--- src/rtl/irq_fe_pkg.sv ---
package irq_fe_pkg;
  localparam int CTRL_BITS  = 3;
  localparam int CTRL_MEN   = 0;
  localparam int CTRL_GLVL  = 1;
  localparam int CTRL_OVR   = 2;
endpackage

--- src/rtl/irq_sync_edge.sv ---
module irq_sync_edge #(
  parameter int NUM_LINES = 16
) (
  input  logic                 clk,
  input  logic                 rst,
  input  logic [NUM_LINES-1:0] line_i,
  output logic [NUM_LINES-1:0] sync_o,
  output logic [NUM_LINES-1:0] rise_o
);
  logic [NUM_LINES-1:0] meta_q, sync_q, prev_q;

  always_ff @(posedge clk) begin
    if (rst) begin
      meta_q <= '0;
      sync_q <= '0;
      prev_q <= '0;
    end else begin
      meta_q <= line_i;
      sync_q <= meta_q;
      prev_q <= sync_q;
    end
  end

  assign sync_o = sync_q;
  assign rise_o = sync_q & ~prev_q;

  genvar g;
  generate
    for (g = 0; g < NUM_LINES; g++) begin : g_chk
      // one transition yields a single-cycle rise indication
      p_rise_once_r2: assert property (@(posedge clk) disable iff (rst)
        rise_o[g] |=> !rise_o[g]);
    end
  endgenerate
endmodule

--- src/rtl/irq_pend_reg.sv ---
module irq_pend_reg #(
  parameter int NUM_LINES = 16,
  localparam int IDW = $clog2(NUM_LINES)
) (
  input  logic                 clk,
  input  logic                 rst,
  input  logic [NUM_LINES-1:0] sync_i,
  input  logic [NUM_LINES-1:0] rise_i,
  input  logic [NUM_LINES-1:0] lvl_mode_i,
  input  logic                 ack_i,
  input  logic [IDW-1:0]       ack_id_i,
  output logic [NUM_LINES-1:0] irr_o
);
  logic [NUM_LINES-1:0] clr, irr_d, irr_q;

  always_comb begin
    for (int i = 0; i < NUM_LINES; i++) begin
      clr[i]   = ack_i && (ack_id_i == IDW'(i));
      irr_d[i] = lvl_mode_i[i] ? sync_i[i] : (rise_i[i] | (irr_q[i] & ~clr[i]));
    end
  end

  always_ff @(posedge clk) begin
    if (rst) irr_q <= '0;
    else     irr_q <= irr_d;
  end

  assign irr_o = irr_q;

  genvar g;
  generate
    for (g = 0; g < NUM_LINES; g++) begin : g_chk
      p_edge_hold_r3: assert property (@(posedge clk) disable iff (rst)
        (!lvl_mode_i[g] && irr_q[g] && !clr[g]) |=> irr_q[g]);
      p_edge_quiet_r2: assert property (@(posedge clk) disable iff (rst)
        (!lvl_mode_i[g] && !rise_i[g] && !irr_q[g]) |=> !irr_q[g]);
      p_edge_wins_r4: assert property (@(posedge clk) disable iff (rst)
        (!lvl_mode_i[g] && rise_i[g] && clr[g]) |=> irr_q[g]);
      p_level_follow_r5: assert property (@(posedge clk) disable iff (rst)
        lvl_mode_i[g] |=> (irr_q[g] == $past(sync_i[g])));
    end
  endgenerate
endmodule

--- src/rtl/irq_cfg_regs.sv ---
module irq_cfg_regs
  import irq_fe_pkg::*;
#(
  parameter int          NUM_LINES = 16,
  parameter int          ADDR_W    = 16,
  parameter logic [15:0] SEL_BASE  = 16'h04D0,
  parameter logic [15:0] CTRL_ADDR = 16'h04D2,
  localparam int NBYTES = NUM_LINES / 8
) (
  input  logic                 clk,
  input  logic                 rst,
  input  logic [ADDR_W-1:0]    addr_i,
  input  logic                 wr_i,
  input  logic                 rd_i,
  input  logic [7:0]           wdata_i,
  output logic [7:0]           rdata_o,
  output logic [NUM_LINES-1:0] sel_o,
  output logic                 men_o,
  output logic                 glvl_o,
  output logic                 ovr_o
);
  logic [NUM_LINES-1:0] sel_q;
  logic [CTRL_BITS-1:0] ctrl_q;
  logic [7:0]           rmux, rdata_q;

  always_comb begin
    rmux = '0;
    for (int k = 0; k < NBYTES; k++)
      if (addr_i == ADDR_W'(SEL_BASE + 16'(k))) rmux = sel_q[k*8 +: 8];
    if (addr_i == ADDR_W'(CTRL_ADDR)) rmux = {{(8-CTRL_BITS){1'b0}}, ctrl_q};
  end

  always_ff @(posedge clk) begin
    if (rst) begin
      sel_q   <= '0;
      ctrl_q  <= '0;
      rdata_q <= '0;
    end else begin
      if (wr_i) begin
        for (int k = 0; k < NBYTES; k++)
          if (addr_i == ADDR_W'(SEL_BASE + 16'(k))) sel_q[k*8 +: 8] <= wdata_i;
        if (addr_i == ADDR_W'(CTRL_ADDR)) ctrl_q <= wdata_i[CTRL_BITS-1:0];
      end
      if (rd_i) rdata_q <= rmux;
    end
  end

  assign rdata_o = rdata_q;
  assign sel_o   = sel_q;
  assign men_o   = ctrl_q[CTRL_MEN];
  assign glvl_o  = ctrl_q[CTRL_GLVL];
  assign ovr_o   = ctrl_q[CTRL_OVR];

  p_reset_clear_r1: assert property (@(posedge clk)
    rst |=> (sel_q == '0 && ctrl_q == '0 && rdata_q == '0));
endmodule

--- src/rtl/irq_edge_level_fe.sv ---
module irq_edge_level_fe #(
  parameter int          NUM_LINES = 16,
  parameter int          ADDR_W    = 16,
  parameter logic [15:0] SEL_BASE  = 16'h04D0,
  parameter logic [15:0] CTRL_ADDR = 16'h04D2,
  localparam int NBYTES = NUM_LINES / 8,
  localparam int IDW    = $clog2(NUM_LINES),
  localparam int BSW    = (NBYTES > 1) ? $clog2(NBYTES) : 1
) (
  input  logic                 clk,
  input  logic                 rst,
  input  logic [NUM_LINES-1:0] irq_line_i,
  input  logic [ADDR_W-1:0]    io_addr_i,
  input  logic                 io_wr_i,
  input  logic                 io_rd_i,
  input  logic [7:0]           io_wdata_i,
  output logic [7:0]           io_rdata_o,
  input  logic [BSW-1:0]       irr_sel_i,
  output logic [7:0]           irr_byte_o,
  input  logic                 ack_i,
  input  logic [IDW-1:0]       ack_irq_i,
  output logic                 int_o
);
  logic [NUM_LINES-1:0] sync, rise, sel_bits, lvl_mode, irr;
  logic                 men, glvl, ovr;
  logic [7:0]           byte_mux, irr_byte_q;
  logic                 int_q;

  irq_sync_edge #(.NUM_LINES(NUM_LINES)) u_sync (
    .clk(clk), .rst(rst), .line_i(irq_line_i), .sync_o(sync), .rise_o(rise));

  irq_cfg_regs #(.NUM_LINES(NUM_LINES), .ADDR_W(ADDR_W), .SEL_BASE(SEL_BASE),
                 .CTRL_ADDR(CTRL_ADDR)) u_cfg (
    .clk(clk), .rst(rst), .addr_i(io_addr_i), .wr_i(io_wr_i), .rd_i(io_rd_i),
    .wdata_i(io_wdata_i), .rdata_o(io_rdata_o), .sel_o(sel_bits),
    .men_o(men), .glvl_o(glvl), .ovr_o(ovr));

  assign lvl_mode = ovr ? sel_bits : {NUM_LINES{glvl}};

  irq_pend_reg #(.NUM_LINES(NUM_LINES)) u_pend (
    .clk(clk), .rst(rst), .sync_i(sync), .rise_i(rise), .lvl_mode_i(lvl_mode),
    .ack_i(ack_i), .ack_id_i(ack_irq_i), .irr_o(irr));

  always_comb begin
    byte_mux = '0;
    for (int k = 0; k < NBYTES; k++)
      if (irr_sel_i == BSW'(k)) byte_mux = irr[k*8 +: 8];
  end

  always_ff @(posedge clk) begin
    if (rst) begin
      irr_byte_q <= '0;
      int_q      <= 1'b0;
    end else begin
      irr_byte_q <= byte_mux;
      int_q      <= men & (|irr);
    end
  end

  assign irr_byte_o = irr_byte_q;
  assign int_o      = int_q;

  p_int_gated_r8: assert property (@(posedge clk) disable iff (rst)
    !men |=> !int_o);
  p_int_idle_r8: assert property (@(posedge clk) disable iff (rst)
    (irr == '0) |=> !int_o);
endmodule

--- config.mk ---
export PLATFORM = sky130hd
export DESIGN_NAME = irq_edge_level_fe
export DESIGN_NICKNAME = d
export VERILOG_FILES = /design/src/rtl/irq_fe_pkg.sv /design/src/rtl/irq_sync_edge.sv /design/src/rtl/irq_pend_reg.sv /design/src/rtl/irq_cfg_regs.sv /design/src/rtl/irq_edge_level_fe.sv
export SDC_FILE = /design/constraint.sdc
export NUM_CORES = 1
export LEC_CHECK = 0
export BUFFER_PORTS_ARGS = -buffer_cell sky130_fd_sc_hd__buf_2
export CAP_MARGIN = 20
export CORE_UTILIZATION = 35
export CTS_BUF_LIST = sky130_fd_sc_hd__clkbuf_4
export DETAILED_ROUTE_END_ITERATION = 8
export PLACE_DENSITY_LB_ADDON = 0.3
export SLEW_MARGIN = 10
export SYNTH_ARGS = -nofsm -noshare
export SYNTH_HDL_FRONTEND = slang
export SYNTH_SLANG_ARGS = --single-unit
export TNS_END_PERCENT = 100
--- constraint.sdc ---
create_clock -name clk -period 2 [get_ports clk]
set_clock_uncertainty 0.2 [all_clocks]
set_input_delay 0.2 -clock clk [delete_from_list [all_inputs] [get_ports clk]]
set_output_delay 0.2 -clock clk [all_outputs]
set_load 0.1 [all_outputs]
## After elaboration in Yosys (flattened, before gate mapping)

Cells that the tools add are included.

- Flip-flop bits (word level): 100
- Input port bits: 50
- Output and inout port bits: 17
- Logic and storage cells: 121

- Eq/ne operators: 18
- Mux-type cells: 21
- Bitwise operators: 51
- Reductions and logical operators: 21

Operator list:

| operator | number |
|---|---|
| $eq A16 B11 Y1 const B | 3 |
| $eq A4 B4 Y1 const B | 8 |
| $mux W8 | 4 |
| $and A1 B1 Y1 | 17 |
| $and A16 B16 Y16 | 1 |
| $eq A4 B3 Y1 const B | 4 |
| $logic_and A1 B1 Y1 | 16 |
| $mux W1 | 16 |
| $mux W16 | 1 |
| $not A1 Y1 | 16 |
| $not A16 Y16 | 1 |
| $or A1 B1 Y1 | 16 |
| $reduce_or A16 Y1 | 1 |
| $eq A4 B2 Y1 const B | 2 |
| $reduce_and A2 Y1 | 3 |
| $eq A4 B1 Y1 const B | 1 |
| $logic_not A4 Y1 | 1 |

## Depth between registers and ports, before layout

- Word-level depth: 6
- Mapped depth: 7

## Hierarchy

From an unflattened synthesis, not the netlist that was laid out.

- Cells, all modules: 415
- Area total of the unflattened synthesis: 3,966.3 µm²

By module, submodules not included:

| module | instances | cells each | area an instance (µm²) |
|---|---|---|---|
| irq_sync_edge | 1 | 117 | 1,405.1 |
| irq_cfg_regs | 1 | 139 | 1,327.5 |
| irq_pend_reg | 1 | 89 | 721.9 |
| irq_edge_level_fe | 1 | 70 | 511.7 |

## Least setup slack after synthesis

Ideal clock, no wire load.

- Path type: input to register
- Start: input io_addr_i[13]
- End: register u_cfg.sel_q[14], in the netlist u_cfg.sel_o[14]
- Setup time: 0.132 ns
- Data arrival time: 1.813 ns
- Required time: 1.668 ns
- Slack: -0.145 ns
- Stages on the path: 7
- Buffers on the path: 3
- Path through: or4_4 buf_6 or4_4 buf_6 buf_6 o21ai_1 a21oi_1

- Cells in the longest elaborated chain, start to end: 2

Ends and longest elaborated chain:

| what | line | text |
|---|---|---|
| start, declared | irq_edge_level_fe.sv:13 | `input logic [ADDR_W-1:0] io_addr_i,` |
| $eq A16 B11 Y1 | irq_cfg_regs.sv:41 | `if (addr_i == ADDR_W'(SEL_BASE + 16'(k))) sel_q[k*8 +: 8] <= wdata_i;` |
| $reduce_and A2 Y1 (no source line) | - |  |
| end signal, assigned by index | irq_cfg_regs.sv:41 |  |
| end, declared | irq_cfg_regs.sv:22 | `logic [NUM_LINES-1:0] sel_q;` |

No other way between the ends.
A chain may end at the register's enable or synchronous reset.

## Worst setup path after layout

- Start: input io_addr_i[13]
- End: register u_cfg.rdata_q[1], in the netlist u_cfg.rdata_o[1]

- Cells in the longest elaborated chain, start to end: 4
- Elaborated cells between the ends (all ways): 6

Ends and longest elaborated chain:

| what | line | text |
|---|---|---|
| $eq A16 B11 Y1 | irq_cfg_regs.sv:29 | `if (addr_i == ADDR_W'(SEL_BASE + 16'(k))) rmux = sel_q[k*8 +: 8];` |
| $mux W8 (2 in series) | irq_cfg_regs.sv:29 |  |
| $mux W8 * | irq_cfg_regs.sv:30 | `if (addr_i == ADDR_W'(CTRL_ADDR)) rmux = {{(8-CTRL_BITS){1'b0}}, ctrl_q};` |
| end signal, assigned | irq_cfg_regs.sv:44 | `if (rd_i) rdata_q <= rmux;` |
| end, declared | irq_cfg_regs.sv:24 | `logic [7:0] rmux, rdata_q;` |

Mark *: on every way between the ends. The rest lies on a longest branch, timed or not.

==> out/results.ini <==
[outcome]
outcome = finished clean

[pwr]
p_sw_mw = 0.860
seq_power_share_pct = 56.4
p_int_mw = 2.84
pwr-share-comb_pct = 8.7
p_leak_nw = 1.78
p_per_area_mw_per_mm2 = 778
clkPwrFrac_pct = 34.9
swShare_pct = 23.2
ir_worst_vdd_v = 0.000495

[critical_path]
end_kind = flip-flop
crit_required_ps = 2160
rrSetupSlack_ps = 390
worst_r2r_path_depth = 4
start_kind = input port
worstReg2RegStart = u_cfg.ctrl_q[2]
worstPathMaxFanout = 7
path_class = in -> reg
timing.rr.end = u_pend.irr_o[6]
arrival_ps = 1890

[drt]
dr.pass1.iters = 4
vias = 3079
ant_nets = 0
drcViolationCount = 0
avgViaCountPerCell = 4.92
routed_wl_um = 8320
drt_iter0_drc = 167
drt-wirelength-per-cell_um = 13.3

[clock_network]
cts_tree = yes
cts_root_buf = clkbuf_4
numClockSinks = 100
cts_buffer_depth = 2
cts_buffers = 9
clkTransAtPathRegs_ps = 150
cts-hold-fix-buffers = 31
cts_htree_levels = 3
post_cts_buffers = 0
cts_resized = 0
clkLatencyLatePin_ps = 430

[synthesis]
synth_top_cell_by_area = dfxtp_1
ys_warn_count = 0
synth.avg_cell_area_um2 = 9.69
syn_area_mm2 = 0.00373
yosysUniqueCellTypes = 36
yosysTopAreaCellShare_pct = 53.7
synthCells = 385
seq_area_frac_synth_pct = 53.7
synth_seq_cells = 100
netlist_top_cells_area = dfxtp_1 54%, nor2b_1 8.4%, mux2i_1 6.7%
syn_nets = 435

[floorplanning]
core-area_mm2 = 0.0103
dieArea_mm2 = 0.0111
ios = 67
num_rows = 37
start_util_pct = 36.1
die_width_um = 105
die_y_um = 105

[sta]
setup_slack_ps = 276
rsz0062_at_grt = false
min_period_over_period_pct = 86.2
finalSetupViolCount = 0
period_minus_slack_ps = 1720
slew_headroom_pct = 62.1
timing.fmax_mhz = 580
slew_viol_final = 0
tightest_slew_ps = 568
hold_viol = 0

[finish]
layout.nets = 535
layout_commonest_cell = dfxtp_1
insertedDiodeCount = 0
layout_common_cells = 100 x dfxtp_1, 66 x buf_2, 50 x nor2b_1
final_area_mm2 = 0.00475
area_growth_pct = 27.4
fillers = 1006
drive_above_1_share_pct = 21.8

[placed_design]
hpwlAfterDp_um = 6120
placed_area_mm2 = 0.00425
port_buffers = 66
pre_cts_ws_ps = -138
gp_congestion = 0.795

[grt]
track_usage_pct = 15.9
grt_max_degree = 48
grt_pass1_wl_um = 14000
grt_pass1_vias = 2916
antenna_found_initial = 0
grt-ovfl-total = 0

[worst_hold_path]
worstHoldStart = ack_irq_i[0]
hold_class = in -> reg
min_path_cells = 3
min_delay_worst_endpoint = u_pend.irr_o[4]

[run]
drv_cap = 0

stage by stage:
step           cells  hold WS (ps)  total power, mW  TNS [ps]  util (%)
6_report         626          30.4             3.70         0      46.1
5_1_grt          626          24.3             3.85         0      46.1
4_1_cts          626          5.07             3.74         0      46.1
3_5_place_dp     579           215             2.41     -2810      41.2
3_3_place_gp     579           209             2.40     -2050      41.2
2_1_floorplan    385           109             2.30      -404         -
worst max-delay path, cell delays in order:
cell and delay, ps:
buf_2 90, or4_4 600, nor4_1 230, dlygate4sd3_1 580, nand2_1 50, o22ai_1 130
cell usage after synthesis, drive strengths merged:
cell type  count
or3b           1
nand2b         3
a31oi          2
nand4b         1
or4b           3
o22ai          1
a21oi         35
dfxtp        100
and2           1
o311ai         4
inv            2
or4            4
a22oi          7
a41oi          1
nor2b         50
o211ai        12
o21ai         25
buf            5
nand3b         2
or4bb          2
nor2          10
a311oi         1
nand2         41
clkbuf        17
nor3           1
nor4           9
nand3         20
mux2i         25
how the worst max path moves through the flow:
| stage | cells past startpoint | slack, ps | endpoint | from |
|---|---|---|---|---|
| after detailed placement | 5 | -140 | u_cfg.rdata_o[7] | io_addr_i[13] |
| after global placement | 5 | -90 | u_cfg.sel_o[8] | io_addr_i[3] |
| after global routing | 6 | 190 | u_cfg.rdata_o[1] | io_addr_i[13] |
| after floorplan | 6 | -40 | u_cfg.sel_o[14] | io_addr_i[3] |
| final | 6 | 280 | u_cfg.rdata_o[1] | io_addr_i[13] |
| after CTS | 6 | 300 | u_cfg.rdata_o[1] | io_addr_i[13] |
kinds of logic (layout without fill, tap and decap cells):
family | count (synthesis) | in the layout | synth area share, %
AOI/OAI and AO/OA | 88 | 88 | 13.9
and+or+nand+nor | 148 | 148 | 22.7
DFF | 100 | 100 | 53.7
muxes | 25 | 25 | 6.71
buffers and inverters | 24 | 129 | 3.05
layer usage:
| layer | vias up | part of all wire (%) | track usage, % |
|---|---|---|---|
| li1 | 1562 | - | - |
| met1 | 1423 | 46 | 20.4 |
| met2 | 88 | 48 | 26.9 |
| met3 | 6 | 5.2 | 2.78 |
| met4 | 0 | 1.2 | 5.63 |
| met5 | - | 0 | 0 |
registers in the layout (all words and copies together) (netlist names):
register and count:
u_pend.irr_o 16, u_cfg.ctrl_q 3, u_sync.sync_o 16, u_cfg.sel_o 16
u_cfg.rdata_o 8, irr_byte_o 8, int_o 1, u_sync.prev_q 16
u_sync.meta_q 16
final cells by class:
cell class,count,area (um^2),share of cell area (%)
inverters,2,7.51,0.158
clock buffers,9,67.6,1.42
flip-flops and latches,100,2000,42.1
repair buffers,111,758,15.9
well taps,136,170,3.58
multi-input cells,261,1630,34.2
clock inverters,7,124,2.61
power groups by stage:
| stage | Clock (mW) | Sequential (mW) | Combinational (mW) |
|---|---|---|---|
| global placement | 0 | 2.13 | 0.273 |
| finish | 1.29 | 2.09 | 0.322 |
| global route | 1.40 | 2.09 | 0.356 |
| CTS | 1.33 | 2.09 | 0.324 |
| detailed placement | 0 | 2.13 | 0.279 |
| floorplan | 0 | 2.17 | 0.129 |
No activity file was read; power rests on OpenSTA's default activity.
